File: config.mk
export PLATFORM = sky130hd
export DESIGN_NAME = cal_resp_top
export DESIGN_NICKNAME = d
export VERILOG_FILES = /design/src/rtl/cal_resp_pkg.sv /design/src/rtl/cal_resp_den.sv /design/src/rtl/cal_resp_fsm.sv /design/src/rtl/cal_resp_top.sv
export SDC_FILE = /design/constraint.sdc
export NUM_CORES = 1
export LEC_CHECK = 0
export ABC_CLOCK_PERIOD_IN_PS = 1800
export BUFFER_PORTS_ARGS = -buffer_cell sky130_fd_sc_hd__buf_2
export CELL_PAD_IN_SITES_DETAIL_PLACEMENT = 2
export CELL_PAD_IN_SITES_GLOBAL_PLACEMENT = 2
export CORE_ASPECT_RATIO = 0.9
export CORE_UTILIZATION = 31
export CTS_CLUSTER_SIZE = 28
export DETAILED_ROUTE_END_ITERATION = 12
export PLACE_DENSITY = 0.79
export SETUP_SLACK_MARGIN = 0.02
export SLEW_MARGIN = 15
export SYNTH_ARGS = -nofsm -noshare
export SYNTH_HDL_FRONTEND = slang
export SYNTH_SLANG_ARGS = --single-unit
File: constraint.sdc
create_clock -name clk -period 1.8 [get_ports clk]
set_input_delay 0.36 -clock clk [delete_from_list [all_inputs] [get_ports clk]]
set_output_delay 0.36 -clock clk [all_outputs]
set_load 0.05 [all_outputs]
File: src/rtl/cal_resp_pkg.sv
package cal_resp_pkg;

   // command pin pattern, ordered {cs_n, ras_n, cas_n, we_n}
   typedef enum logic [3:0] {
      CMD_DESEL = 4'b1111,
      CMD_ACT   = 4'b0011,
      CMD_RD    = 4'b0101,
      CMD_WR    = 4'b0100,
      CMD_PREA  = 4'b0010
   } cmd_e;

   typedef enum logic [1:0] {
      ST_OPEN,
      ST_POLL,
      ST_WAIT,
      ST_DONE
   } state_e;

   localparam int unsigned ACK_RD = 0;
   localparam int unsigned ACK_WR = 1;

endpackage

File: src/rtl/cal_resp_den.sv
module cal_resp_den #(
   parameter int unsigned DELAY = 4,
   parameter int unsigned LEN   = 1
) (
   input  logic clk,
   input  logic rst_n,
   input  logic fire_i,
   output logic en_o
);
   localparam int unsigned DEPTH = DELAY + LEN;

   // sr[k] is high k cycles after the command cycle
   logic [DEPTH-1:0] sr_q;

   always_ff @(posedge clk) begin
      if (!rst_n) sr_q <= '0;
      else        sr_q <= {sr_q[DEPTH-2:0], fire_i};
   end

   generate
      if (LEN == 1) begin : g_single
         assign en_o = sr_q[DELAY];
      end else begin : g_window
         assign en_o = |sr_q[DEPTH-1:DELAY];
      end
   endgenerate

endmodule

File: src/rtl/cal_resp_fsm.sv
module cal_resp_fsm
   import cal_resp_pkg::*;
#(
   parameter int unsigned ADDR_W  = 13,
   parameter int unsigned IDX_W   = 8,
   parameter int unsigned GAP     = 8,
   parameter int unsigned PRE_BIT = 10
) (
   input  logic              clk,
   input  logic              rst_n,
   input  logic              req_rd_i,
   input  logic              req_wr_i,
   input  logic [IDX_W-1:0]  idx_i,
   input  logic              cal_done_i,
   output cmd_e              cmd_o,
   output logic [ADDR_W-1:0] addr_o,
   output logic [1:0]        ack_o,
   output logic              rd_fire_o,
   output logic              wr_fire_o,
   output logic              done_o
);
   localparam int unsigned CNT_W = $clog2(GAP + 1);
   localparam logic [CNT_W-1:0] GAP_LAST = CNT_W'(GAP - 1);

   state_e              state_q, state_d;
   logic [CNT_W-1:0]    cnt_q, cnt_d;
   cmd_e                cmd_q, cmd_d;
   logic [ADDR_W-1:0]   addr_q, addr_d;
   logic [1:0]          ack_q, ack_d;
   logic                done_q;
   logic [ADDR_W-1:0]   col_addr;

   assign col_addr = ADDR_W'({idx_i, 2'b00});

   always_comb begin
      state_d   = state_q;
      cnt_d     = cnt_q;
      cmd_d     = CMD_DESEL;
      addr_d    = addr_q;
      ack_d     = '0;
      rd_fire_o = 1'b0;
      wr_fire_o = 1'b0;
      unique case (state_q)
         ST_OPEN: begin
            cmd_d   = CMD_ACT;
            addr_d  = '0;
            cnt_d   = GAP_LAST;
            state_d = ST_WAIT;
         end
         ST_POLL: begin
            if (cal_done_i) begin
               cmd_d   = CMD_PREA;
               addr_d  = ADDR_W'(1) << PRE_BIT;
               state_d = ST_DONE;
            end else if (req_rd_i) begin
               cmd_d          = CMD_RD;
               addr_d         = col_addr;
               ack_d[ACK_RD]  = 1'b1;
               rd_fire_o      = 1'b1;
               cnt_d          = GAP_LAST;
               state_d        = ST_WAIT;
            end else if (req_wr_i) begin
               cmd_d          = CMD_WR;
               addr_d         = col_addr;
               ack_d[ACK_WR]  = 1'b1;
               wr_fire_o      = 1'b1;
               cnt_d          = GAP_LAST;
               state_d        = ST_WAIT;
            end
         end
         ST_WAIT: begin
            if (cnt_q == '0) state_d = ST_POLL;
            else             cnt_d   = cnt_q - 1'b1;
         end
         ST_DONE: begin
            state_d = ST_DONE;
         end
         default: state_d = ST_OPEN;
      endcase
   end

   always_ff @(posedge clk) begin
      if (!rst_n) begin
         state_q <= ST_OPEN;
         cnt_q   <= '0;
         cmd_q   <= CMD_DESEL;
         addr_q  <= '0;
         ack_q   <= '0;
         done_q  <= 1'b0;
      end else begin
         state_q <= state_d;
         cnt_q   <= cnt_d;
         cmd_q   <= cmd_d;
         addr_q  <= addr_d;
         ack_q   <= ack_d;
         done_q  <= done_q | (state_q == ST_DONE);
      end
   end

   assign cmd_o  = cmd_q;
   assign addr_o = addr_q;
   assign ack_o  = ack_q;
   assign done_o = done_q;

endmodule

File: src/rtl/cal_resp_top.sv
module cal_resp_top
   import cal_resp_pkg::*;
#(
   parameter int unsigned ADDR_W   = 13,
   parameter int unsigned BANK_W   = 3,
   parameter int unsigned IDX_W    = 8,
   parameter int unsigned WR_DELAY = 4,
   parameter int unsigned WR_LEN   = 1,
   parameter int unsigned RD_DELAY = 7,
   parameter int unsigned RD_LEN   = 1,
   parameter int unsigned PRE_BIT  = 10
) (
   input  logic              clk,
   input  logic              rst_n,
   input  logic              phy_req_rd_i,
   input  logic              phy_req_wr_i,
   input  logic [IDX_W-1:0]  phy_req_idx_i,
   input  logic              phy_cal_done_i,
   output logic              dfi_cs_n_o,
   output logic              dfi_ras_n_o,
   output logic              dfi_cas_n_o,
   output logic              dfi_we_n_o,
   output logic [ADDR_W-1:0] dfi_address_o,
   output logic [BANK_W-1:0] dfi_bank_o,
   output logic              dfi_rddata_en_o,
   output logic              dfi_wrdata_en_o,
   output logic [1:0]        phy_req_ack_o,
   output logic              cal_done_o
);
   localparam int unsigned RD_SPAN = RD_DELAY + RD_LEN;
   localparam int unsigned WR_SPAN = WR_DELAY + WR_LEN;
   localparam int unsigned GAP_CYC = (RD_SPAN > WR_SPAN) ? RD_SPAN : WR_SPAN;

   generate
      if (IDX_W + 2 > ADDR_W) begin : g_bad_idx
         $error("IDX_W + 2 must fit in ADDR_W");
      end
      if (PRE_BIT >= ADDR_W) begin : g_bad_pre
         $error("PRE_BIT must lie inside the address");
      end
      if (RD_DELAY < 1 || WR_DELAY < 1 || RD_LEN < 1 || WR_LEN < 1) begin : g_bad_den
         $error("data-enable delays and lengths must be at least 1");
      end
   endgenerate

   cmd_e cmd;
   logic rd_fire, wr_fire;

   cal_resp_fsm #(
      .ADDR_W (ADDR_W),
      .IDX_W  (IDX_W),
      .GAP    (GAP_CYC),
      .PRE_BIT(PRE_BIT)
   ) fsm_i (
      .clk       (clk),
      .rst_n     (rst_n),
      .req_rd_i  (phy_req_rd_i),
      .req_wr_i  (phy_req_wr_i),
      .idx_i     (phy_req_idx_i),
      .cal_done_i(phy_cal_done_i),
      .cmd_o     (cmd),
      .addr_o    (dfi_address_o),
      .ack_o     (phy_req_ack_o),
      .rd_fire_o (rd_fire),
      .wr_fire_o (wr_fire),
      .done_o    (cal_done_o)
   );

   cal_resp_den #(.DELAY(RD_DELAY), .LEN(RD_LEN)) rd_den_i (
      .clk(clk), .rst_n(rst_n), .fire_i(rd_fire), .en_o(dfi_rddata_en_o)
   );

   cal_resp_den #(.DELAY(WR_DELAY), .LEN(WR_LEN)) wr_den_i (
      .clk(clk), .rst_n(rst_n), .fire_i(wr_fire), .en_o(dfi_wrdata_en_o)
   );

   assign {dfi_cs_n_o, dfi_ras_n_o, dfi_cas_n_o, dfi_we_n_o} = cmd;
   assign dfi_bank_o = '0;

endmodule

==> run metrics <==
Post-DP HPWL=2200 um; P_sw=0.484 mW; DRT antenna net count=0; syn avg cell area=10.1 sq um; main flop type after synthesis=dfxtp_1; power share of the combinational group=0.128; CTS Buf Count=5; endpoints failing hold=0; outcome=completed; # H-tree levels=2; top post-synthesis cells by area=dfxtp_1, and2_1, buf_4, nor2_1, a22o_1; # placed instances=190; leakage power=0.698 nW; Ys Warns=0; Post-Syn Instances=119; Reg-to-Reg Start=fsm_i.state_q[0]$_SDFFE_PN0P_; Crit path buffers/inverters=0; Hold Crit Start=phy_req_idx_i[4]; CTS clock-pin slew for the worst setup and hold paths=0.07 ns; die area=4130 sq um; Reg area=661 sq um; #FFs+latches synth=33; maximum vdd drop=0.000547 V; num rows=21; FF-to-FF path depth=4; Tot GR Track Use=0.159; antenna diode count=0; Reg2Reg Setup Slack=0.34 ns; root buf cell=clkbuf_8; DR WL/cell=15.2 um; Max-Cap Viols=0; CP top delay family=simple AND/OR/NAND/NOR gates; RSZ-0062 raised after global routing=no; routed via count=908; hold path depth=2; GRT Residual Overflow=0; initial antenna violation count=0; register area share after synthesis=0.550; number of vias per cell=4.59; Tmin final=1.46 ns; DRT Pass-1 Iters=4; post-CTS setup buffers=0; height of the die=61.1 um; Hold Buf Count CTS=0; first-pass GRT wire length=4480 um; number of flops mapped to enable cells by yosys=0; TNS Setup=0 ns; CP cell instances=nor2b_4 > a21oi_2 > nor2_1 > a22o_1; DIE WIDTH=67.6 um; WP data arrival=1.69 ns; RePlAce Congestion=0.737; vias in the first global route=931; DRC viols=0; Clk Latency, worst-skew pair=0.28 ns; Area Growth Syn to Fin=24.2%; Clock Power Share=0.446; Synth cell types=31; I/O pins=38; final worst slack=0.341 ns; crit path launch type=flip-flop; footprint of the multi-input gates=463 sq um; crit-path max FO=9; max incr delay on CP=0.52 ns; pin count of the biggest net entering global routing=17; Crit-path slowest cell=dfxtp_1; Yosys top cell by area=dfxtp_1; post-cts gate resize count=0; worst flop-to-flop path endpoint=fsm_i.addr_o[5]$_SDFFE_PN0P_; asr flop ratio synth=0; Worst Clk Skew=0.00350 ns; Initial DRC Count=19; filler instances=420; nature of the critical path endpoint=flip-flop; Max Clock Freq=685 MHz; Starting Density=0.324; worst-case clock buffer depth=2; WS Path Type=flip-flop to flip-flop; mapped cell area=1200 sq um; final setup violation count=0; total core area=3700 sq um; sw frac=0.259; sequential power share=0.426; hold_ws=0.288 ns; top-count cell post-synth=dfxtp_1; pwr dens=1250 nW/um^2; worst slack, placed=0.266 ns; Tightest Hold Check Type=primary input to flip-flop; total wire length=3010 um; port buffer count=30; Yosys top cell area share=0.550; CP required=2.03 ns; commonest cells in the netlist=dfxtp_1, and2_1, nor2_1; Worst Hold End=fsm_i.addr_o[6]$_SDFFE_PN0P_; Max Slew Vio Count=0; Final period util=0.811; fin cells=198; Clock Sinks=33; CTS tree=built; internal power=1.39 mW; share of cells above drive strength 1=0.289; Final nets=165
-- cell type report --
class / count / area share
inverters: 5 / 0.0126
multi-input cells: 75 / 0.310
clock inverters: 3 / 0.0436
well taps: 46 / 0.0386
flip-flops and latches: 33 / 0.443
repair buffers: 31 / 0.106
clock buffers: 5 / 0.0461
-- state kept, by name (all words and copies together) (netlist names) --
signal and flops:
fsm_i.addr_o 9, rd_den_i.sr_q 7, fsm_i.cmd_o 4, fsm_i.cnt_q 4, wr_den_i.sr_q 4, fsm_i.ack_o 2
fsm_i.state_q 2, fsm_i.done_o 1
-- per-layer routing --
layer  GRT usage  part of all wire  wire (um)  up-vias
met2       0.269              0.51       1540       25
met1       0.179              0.43       1300      435
met4      0.0821             0.019         58        0
met5           0                 0          0        -
met3      0.0519             0.039        118        5
li1            -                 -          -      443
-- worst register-to-register path, stage by stage, from the launching register on --
cell and delay (ns):
dfxtp_1 0.52, nor2b_4 0.26, a21oi_2 0.11, nor2_1 0.32, a22o_1 0.19
-- kinds of logic after synthesis --
kind of cell    after synthesis  synth area share
buf+inv                      17            0.0833
fa+ha+maj                     1            0.0104
flops                        33             0.550
simple gates                 45             0.217
other cells                   1           0.00312
compound gates               22             0.136
-- layout by cell type (no fill, tap or decap) --
cell / instances
a32oi_1: 1
and2_4: 1
a21oi_2: 1
o211a_1: 2
dfxtp_1: 33
inv_1: 5
and2_1: 12
o21a_1: 1
and2b_4: 1
nand2b_1: 3
o31a_1: 1
nand2_1: 6
a21oi_1: 6
o21ai_0: 1
buf_2: 30
nor3_1: 1
a21o_1: 1
nor2_1: 12
conb_1: 7
bufinv_16: 2
nor2b_1: 2
nor2b_4: 2
a311oi_1: 1
ha_1: 1
clkbuf_8: 5
nor3b_1: 1
a22o_1: 5
buf_4: 1
o211ai_1: 1
a21boi_0: 1
and3_1: 2
clkinv_2: 1
nand3b_1: 2
-- worst max path at each step --
stage	from	to	cells past startpoint
3_5_place_dp	phy_req_wr_i	fsm_i.addr_o[4]$_SDFFE_PN0P_	5
2_1_floorplan	fsm_i.cnt_q[0]$_SDFFE_PN0P_	fsm_i.cnt_q[0]$_SDFFE_PN0P_	6
5_1_grt	fsm_i.state_q[0]$_SDFFE_PN0P_	fsm_i.addr_o[5]$_SDFFE_PN0P_	4
3_3_place_gp	phy_req_wr_i	fsm_i.addr_o[2]$_SDFFE_PN0P_	5
6_report	fsm_i.state_q[0]$_SDFFE_PN0P_	fsm_i.addr_o[5]$_SDFFE_PN0P_	4
4_1_cts	fsm_i.state_q[0]$_SDFFE_PN0P_	fsm_i.addr_o[5]$_SDFFE_PN0P_	4
-- stage by stage --
| stage | cell area, sq um | util | total power [mW] |
|---|---|---|---|
| 6_report | 1490 | 0.403 | 1.87 |
| 5_1_grt | 1490 | 0.403 | 1.95 |
| 2_1_floorplan | 1220 | - | 0.997 |
| 3_3_place_gp | 1360 | 0.366 | 1.04 |
| 4_1_cts | 1490 | 0.403 | 1.89 |
| 3_5_place_dp | 1360 | 0.366 | 1.05 |
-- power groups by stage --
stage          Combinational (mW)  Clock [mW]  Sequential [mW]
6_report                    0.240       0.834            0.796
5_1_grt                     0.260       0.890            0.801
4_1_cts                     0.243       0.852            0.797
3_5_place_dp                0.241           0            0.812
3_3_place_gp                0.228           0            0.808
2_1_floorplan               0.155           0            0.842
No activity file was read; power rests on OpenSTA's default activity.
